`src/rtl/gob_pkg.sv`:
```
package gob_pkg;
  // Register indices; strobe bit k and data slice k belong to index k.
  typedef enum logic [2:0] {
    IDX_OUT_ALL = 3'd0,
    IDX_OUT_LO  = 3'd1,
    IDX_OUT_HI  = 3'd2,
    IDX_OE_ALL  = 3'd3,
    IDX_OE_LO   = 3'd4,
    IDX_OE_HI   = 3'd5
  } gob_idx_e;

  localparam int unsigned REGS_PER_WORD = 3;
  localparam int unsigned NUM_WORDS     = 2;
  localparam int unsigned NUM_REGS      = REGS_PER_WORD * NUM_WORDS;
  localparam int unsigned IDX_W         = 3;
endpackage

```
`src/rtl/gob_word.sv`:
```
module gob_word #(
  parameter int unsigned W = 32
) (
  input  logic         clk_i,
  input  logic         rst_ni,
  input  logic         full_we_i,
  input  logic [W-1:0] full_wd_i,
  input  logic         lo_we_i,
  input  logic [W-1:0] lo_wd_i,
  input  logic         hi_we_i,
  input  logic [W-1:0] hi_wd_i,
  output logic [W-1:0] word_o
);
  localparam int unsigned H = W / 2;

  // Apply one masked half-write: mask in the top half of req, data in the bottom.
  function automatic logic [W-1:0] merge_half(input logic [W-1:0] cur,
                                               input logic [W-1:0] req,
                                               input logic upper);
    logic [H-1:0] msk, dat, old, nxt;
    logic [W-1:0] res;
    msk = req[W-1:H];
    dat = req[H-1:0];
    old = upper ? cur[W-1:H] : cur[H-1:0];
    nxt = (old & ~msk) | (dat & msk);
    res = cur;
    if (upper) res[W-1:H] = nxt;
    else       res[H-1:0] = nxt;
    return res;
  endfunction

  logic [W-1:0] word_q;
  logic [W-1:0] after_full;
  logic [W-1:0] after_lo;
  logic [W-1:0] word_d;
  logic         any_we;

  // Fixed order: full, then low half, then high half.
  assign after_full = full_we_i ? full_wd_i : word_q;
  assign after_lo   = lo_we_i ? merge_half(after_full, lo_wd_i, 1'b0) : after_full;
  assign word_d     = hi_we_i ? merge_half(after_lo, hi_wd_i, 1'b1) : after_lo;
  assign any_we     = full_we_i | lo_we_i | hi_we_i;

  always_ff @(posedge clk_i or negedge rst_ni) begin
    if (!rst_ni)     word_q <= '0;
    else if (any_we) word_q <= word_d;
  end

  assign word_o = word_q;


  full_only_chk: assert property (@(posedge clk_i) disable iff (!rst_ni)
    (full_we_i && !lo_we_i && !hi_we_i) |=> (word_o == $past(full_wd_i)));


  lo_keeps_hi_chk: assert property (@(posedge clk_i) disable iff (!rst_ni)
    (lo_we_i && !full_we_i && !hi_we_i) |=> $stable(word_o[W-1:H]));


  hi_keeps_lo_chk: assert property (@(posedge clk_i) disable iff (!rst_ni)
    (hi_we_i && !full_we_i && !lo_we_i) |=> $stable(word_o[H-1:0]));


  zero_mask_chk: assert property (@(posedge clk_i) disable iff (!rst_ni)
    (!full_we_i && (!lo_we_i || lo_wd_i[W-1:H] == '0) &&
     (!hi_we_i || hi_wd_i[W-1:H] == '0)) |=> $stable(word_o));


  hi_last_chk: assert property (@(posedge clk_i) disable iff (!rst_ni)
    (hi_we_i && hi_wd_i[W-1:H] == {H{1'b1}}) |=> (word_o[W-1:H] == $past(hi_wd_i[H-1:0])));
endmodule

```
`src/rtl/gob_rdmux.sv`:
```
module gob_rdmux #(
  parameter int unsigned W = 32
) (
  input  logic [W-1:0]           out_word_i,
  input  logic [W-1:0]           oe_word_i,
  input  logic [gob_pkg::IDX_W-1:0] idx_i,
  output logic [W-1:0]           rd_data_o
);
  import gob_pkg::*;
  localparam int unsigned H = W / 2;

  // Masked registers read back one half, zero-extended.
  function automatic logic [W-1:0] half_view(input logic [W-1:0] word, input logic upper);
    return upper ? {{H{1'b0}}, word[W-1:H]} : {{H{1'b0}}, word[H-1:0]};
  endfunction

  always_comb begin
    unique case (gob_idx_e'(idx_i))
      IDX_OUT_ALL: rd_data_o = out_word_i;
      IDX_OUT_LO:  rd_data_o = half_view(out_word_i, 1'b0);
      IDX_OUT_HI:  rd_data_o = half_view(out_word_i, 1'b1);
      IDX_OE_ALL:  rd_data_o = oe_word_i;
      IDX_OE_LO:   rd_data_o = half_view(oe_word_i, 1'b0);
      IDX_OE_HI:   rd_data_o = half_view(oe_word_i, 1'b1);
      default:     rd_data_o = '0;
    endcase
  end
endmodule

```
`src/rtl/gpio_out_bank.sv`:
```
module gpio_out_bank #(
  parameter int unsigned WIDTH = 32
) (
  input  logic                                   clk_i,
  input  logic                                   rst_ni,
  input  logic [gob_pkg::NUM_REGS-1:0]           wr_stb_i,
  input  logic [gob_pkg::NUM_REGS*WIDTH-1:0]     wr_data_i,
  input  logic [gob_pkg::IDX_W-1:0]              rd_idx_i,
  output logic [WIDTH-1:0]                       rd_data_o,
  output logic [WIDTH-1:0]                       gpio_out_o,
  output logic [WIDTH-1:0]                       gpio_oe_o
);
  import gob_pkg::*;
  localparam int unsigned HALF = WIDTH / 2;

  logic [NUM_WORDS-1:0][WIDTH-1:0] words;

  for (genvar g = 0; g < NUM_WORDS; g++) begin : g_word
    localparam int unsigned B = g * REGS_PER_WORD;
    gob_word #(.W(WIDTH)) u_word (
      .clk_i     (clk_i),
      .rst_ni    (rst_ni),
      .full_we_i (wr_stb_i[B]),
      .full_wd_i (wr_data_i[B*WIDTH +: WIDTH]),
      .lo_we_i   (wr_stb_i[B+1]),
      .lo_wd_i   (wr_data_i[(B+1)*WIDTH +: WIDTH]),
      .hi_we_i   (wr_stb_i[B+2]),
      .hi_wd_i   (wr_data_i[(B+2)*WIDTH +: WIDTH]),
      .word_o    (words[g])
    );
  end

  gob_rdmux #(.W(WIDTH)) u_rdmux (
    .out_word_i (words[0]),
    .oe_word_i  (words[1]),
    .idx_i      (rd_idx_i),
    .rd_data_o  (rd_data_o)
  );

  assign gpio_out_o = words[0];
  assign gpio_oe_o  = words[1];


  reset_zero_chk: assert property (@(posedge clk_i)
    $rose(rst_ni) |-> (gpio_out_o == '0 && gpio_oe_o == '0));


  masked_read_upper_zero_chk: assert property (@(posedge clk_i) disable iff (!rst_ni)
    (rd_idx_i == 3'd1 || rd_idx_i == 3'd2 || rd_idx_i == 3'd4 || rd_idx_i == 3'd5)
      |-> (rd_data_o[WIDTH-1:HALF] == '0));


  full_read_matches_pins_chk: assert property (@(posedge clk_i) disable iff (!rst_ni)
    (rd_idx_i == 3'd0) |-> (rd_data_o == gpio_out_o));


  oe_untouched_chk: assert property (@(posedge clk_i) disable iff (!rst_ni)
    (wr_stb_i[5:3] == 3'b000) |=> $stable(gpio_oe_o));


  out_untouched_chk: assert property (@(posedge clk_i) disable iff (!rst_ni)
    (wr_stb_i[2:0] == 3'b000) |=> $stable(gpio_out_o));


  unmapped_read_chk: assert property (@(posedge clk_i) disable iff (!rst_ni)
    (rd_idx_i > 3'd5) |-> (rd_data_o == '0));
endmodule

```
`config.mk`:
```
export PLATFORM = sky130hd
export DESIGN_NAME = gpio_out_bank
export DESIGN_NICKNAME = d
export VERILOG_FILES = /design/src/rtl/gob_pkg.sv /design/src/rtl/gob_word.sv /design/src/rtl/gob_rdmux.sv /design/src/rtl/gpio_out_bank.sv
export SDC_FILE = /design/constraint.sdc
export NUM_CORES = 1
export LEC_CHECK = 0
export ABC_AREA = 1
export BUFFER_PORTS_ARGS = -buffer_cell sky130_fd_sc_hd__clkbuf_2
export CORE_AREA = 2 2 116 118
export CTS_CLUSTER_DIAMETER = 100
export DETAILED_ROUTE_END_ITERATION = 16
export DIE_AREA = 0 0 118 120
export GPL_TIMING_DRIVEN = 0
export PLACE_DENSITY = 0.66
export RECOVER_POWER = 25
export SLEW_MARGIN = 10
export SYNTH_ARGS = -nofsm -noshare
export SYNTH_HDL_FRONTEND = slang
export SYNTH_SLANG_ARGS = --single-unit
```
`constraint.sdc`:
```
create_clock -name clk_i -period 2.1 [get_ports clk_i]
set_input_delay 0.63 -clock clk_i [delete_from_list [all_inputs] [get_ports clk_i]]
set_output_delay 0.63 -clock clk_i [all_outputs]
set_load 0.1 [all_outputs]
```
### After elaboration in Yosys (flattened, before gate mapping)

Cells that the tools add are included.

* bits of input ports: 203
* bits in writable memories: 0
* word-level logic and storage cells: 35
* flip-flop bits (word level): 64
* output and inout port bits: 96
* bits in read-only memories: 0
* latch bits: 0
* memories: 0

* multiply operators: 0
* div/mod/pow operators: 0
* bitwise gates (word level): 20
* multiplexer cells: 7
* magnitude comparators: 0
* $add $sub $neg: 0
* shift-type cells: 0
* equal/unequal tests: 5
* reductions and logical operators: 1

Operators by type and width (count)
* one-hot mux 32 bit (6 select lines): 1
* AND 16 bit: 8
* 2-to-1 mux 32 bit: 4
* inverter 16 bit: 4
* OR 16 bit: 4
* 2-to-1 mux 16 bit: 2
* == test 3 x 2 -> 1 bit, second input constant: 2
* == test 3 bit, second input constant: 2
* OR 1 bit: 4
* == test 3 x 1 -> 1 bit, second input constant: 1
* zero test 3 bit: 1

### Longest topological paths before layout

* word-level depth: 5
* depth in mapped cells: 7
* depth with buffers taken out: 5

### Cells and area by module

Synthesis repeated with hierarchy kept, for this count alone.

* cells, all modules: 790
* area, all modules: 5013.6 um^2

Modules (own cells, without submodules)
* gob_word: area each 2150.8 um^2, cells an instance 314, times used 2
* gob_rdmux: area each 711.9 um^2, cells an instance 162, times used 1

### Worst setup path before layout

Ideal clock, no wire load.

* path kind: register -> output
* start: reg g_word[0].u_word.word_q[26]
* end: out rd_data_o[26]
* cell stages (with the launch flop): 3
* path buffers: 0
* arrival: 2.594 ns
* slack: -1.124 ns
* cell sequence: dfrtp_1 inv_1 o22ai_1

* longest elaborated chain between the ends: 1

Ends and longest elaborated chain
* start: declaration: RTL line gob_word.sv:32 `logic [W-1:0] word_q;`
* start signal: assignment: RTL line gob_word.sv:46 `else if (any_we) word_q <= word_d;`
* one-hot mux 32 bit (6 select lines): RTL line gob_rdmux.sv:18 `unique case (gob_idx_e'(idx_i))`
* end: declaration: RTL line gpio_out_bank.sv:9 `output logic [WIDTH-1:0] rd_data_o,`

Every way passes these cells.

### Worst setup path in the final report

* start: in rd_idx_i[2] (netlist bit)
* end: out rd_data_o[24]

* longest elaborated chain between the ends: 2

Ends and longest elaborated chain
* start: declaration: RTL line gpio_out_bank.sv:8 `input logic [gob_pkg::IDX_W-1:0] rd_idx_i,`
* == test 3 bit (tied with other cells): RTL line gob_rdmux.sv:18
* one-hot mux 32 bit (6 select lines) (*): RTL line gob_rdmux.sv:18

Every way passes the cells marked *; elsewhere a longest branch is shown, timed or not.

==> results.md <==
- WL final: 19.79 mm
- GR Util All Layers: 27.59%
- TritonCTS Buffers: 9
- First-pass GRT wire length: 30.32 mm
- Fmax: 0.4102 GHz
- GP Congestion: 0.8173
- Total gr overflow: 0
- Max-slew violations: 30
- Die Width: 118 um
- Worst slew pin tran: 1.578 ns
- RSZ-0062 raised after global routing: true
- CTS Buffer Depth: 2
- Sequential cell area fraction in the yosys report: 38.46%
- Hold Buf Count CTS: 0
- Root Buffer: clkbuf_16
- WP data required: 1.47 ns
- Period minus WS final: 2.438 ns
- Largest net degree at the start of global routing: 37
- Final Skew: 0 ns
- Detailed-route via count: 5619
- Warnings from Yosys: 0
- Storage element area: 0.001638 mm^2
- Leakage power total: 0.004210 uW
- Worst-path fanout max: 5
- Commonest non-fill, non-tap cell in the layout: nand2_1
- Syn_area_per_cell: 6.476 um^2
- DRT iter0 DRCs: 220
- Sink Count: 64
- Max FFs per register: 64
- Data arrival, critical path: 1.81 ns
- CTS tree: yes
- Area Growth Syn to Fin: 93.30%
- DIE AREA: 0.01416 mm^2
- Final Total Pwr: 6415 uW
- Layout cells sized above 1: 49.44%
- 1st-pass router iterations: 5
- Failing checks: max-capacitance violations, max-slew violations, negative setup slack
- Outcome: finished, violations left
- Clk_lat worst skew: 0.33 ns
- Row cnt: 42
- Most frequent cells in the layout: 259 x nand2_1, 256 x clkbuf_2, 59 x nor2_1, 45 x clkbuf_16, 40 x inv_1
- Routed WL per cell: 17.17 um
- Post-Syn Nets: 846
- Fillcell total: 1173
- CP Class: in -> out
- Max-cap violations: 1
- PortBufs: 292
- Power Density: 796.9 mW/mm^2
- Die Y: 120 um
- Multi-input gate area: 0.002973 mm^2
- Peak supply drop: 316.0 uV
- Setup ws final: -0.3376 ns
- Relative slew slack: -5.217%
- Antenna diodes: 0
- Ports: 299
- Crit end category: output pin
- Syn Inst Count: 643
- Post-DP HPWL: 15.25 mm
- Vias in the first global route: 5627
- DRC Markers: 0
- Worst-path clk slew: 0.05 ns
- Seq cells post-synth: 64
- Initial antenna violation count: 0
- Tightest Hold Check Type: reg -> reg
- Final ANT Viol Nets: 0
- Core Area: 0.01298 mm^2
- Post-layout util: 62.01%
- Initial Util: 32.08%
- Final worst path period share: 116.1%
- Nets: 1175
- Cell variety after synth: 17
- Final setup vio count: 32
- Startpoint Class: primary input
- Synthesized cell area: 0.004164 mm^2
- Fin. Hold Viols: 0
- Vias/cell: 4.873
- H-Tree Depth: 3
[through the flow]
step	TNS (ns)	cell area, um^2	hold WS [ns]	setup slack, ns	cells
5_1_grt	-10.38	8049	0.5436	-0.3678	1153
3_3_place_gp	-22.49	6350	0.5126	-0.7643	1111
6_report	-9.484	8049	0.5219	-0.3376	1153
3_5_place_dp	-18.98	6372	0.5125	-0.7687	1112
2_1_floorplan	-5.637	4668	0.3344	-0.2643	643
4_1_cts	-8.119	7856	0.2638	-0.2870	1149
[final timing paths]
kind | start | end | slack, ns | depth (start not counted)
max | rd_idx_i[2] | rd_data_o[24] | -0.34 | 7
min | g_word[0].u_word.word_o[30]$_DFFE_PN0P_ | g_word[0].u_word.word_o[30]$_DFFE_PN0P_ | 0.52 | 2
min reg2reg | g_word[0].u_word.word_o[30]$_DFFE_PN0P_ | g_word[0].u_word.word_o[30]$_DFFE_PN0P_ | 0.52 | 2
max reg2reg | g_word[1].u_word.word_o[17]$_DFFE_PN0P_ | g_word[1].u_word.word_o[17]$_DFFE_PN0P_ | 1.16 | 4
min in group asynchronous | rst_ni | g_word[0].u_word.word_o[22]$_DFFE_PN0P_ | 0.68 | 1
max in group asynchronous | rst_ni | g_word[1].u_word.word_o[18]$_DFFE_PN0P_ | 0.35 | 2
[critical path: stages]
cell,delay [ns]
clkbuf_16,0.12
clkinvlp_4,0.14
nand3_4,0.17
buf_12,0.18
clkbuf_16,0.16
o22ai_4,0.16
clkbuf_16,0.23
[kinds of logic after synthesis]
kind of cell | share of synthesized area (%)
and+or+nand+nor | 39.96
AOI/OAI and AO/OA | 13.19
buffers and inverters | 8.383
DFF | 38.46
[power breakdown]
part           total (uW)  internal, uW  switching, uW
clock network        1510           980            532
registers            1620          1400            224
logic                3280           895           2380
total                6410          3270           3140
[layer usage]
metal,routed length (um),global-route usage [%]
met5,0,0
met4,822,13.33
met3,1240,5.086
met2,9619,47.71
met1,8112,33.09
[synth_stat cells]
cell type / number / area, um^2
inv_2: 1 / 3.750
buf_6: 2 / 22.52
buf_4: 5 / 37.54
inv_1: 43 / 161.4
o22ai_1: 16 / 100.1
nor2_1: 80 / 300.3
nand3_2: 1 / 10.01
dfrtp_1: 64 / 1602
o21ai_0: 3 / 15.01
buf_2: 24 / 120.1
clkbuf_1: 1 / 3.750
a31oi_1: 31 / 193.9
nand2_1: 284 / 1066
nor2_2: 2 / 12.51
nand2_2: 4 / 25.02
o211ai_1: 32 / 240.2
nand3_1: 50 / 250.2
[cell type report]
| class | instances | share of cell area [%] |
|---|---|---|
| sequential | 64 | 20.35 |
| tap | 176 | 2.736 |
| buffer | 32 | 3.202 |
| timing repair buffer | 318 | 30.90 |
| multi-input combinational | 503 | 36.93 |
| clock inverter | 3 | 0.4974 |
| inverter | 44 | 2.145 |
| clock buffer | 13 | 3.233 |
[timing repair]
action                                  in CTS  in global routing
cloned                                       2                  2
endpoints found under the setup margin      32                 32
setup buffers                               20                  5
gates resized for setup                    175                 36
pin swaps                                   15                 17
Power figures use the tool's default switching activity.
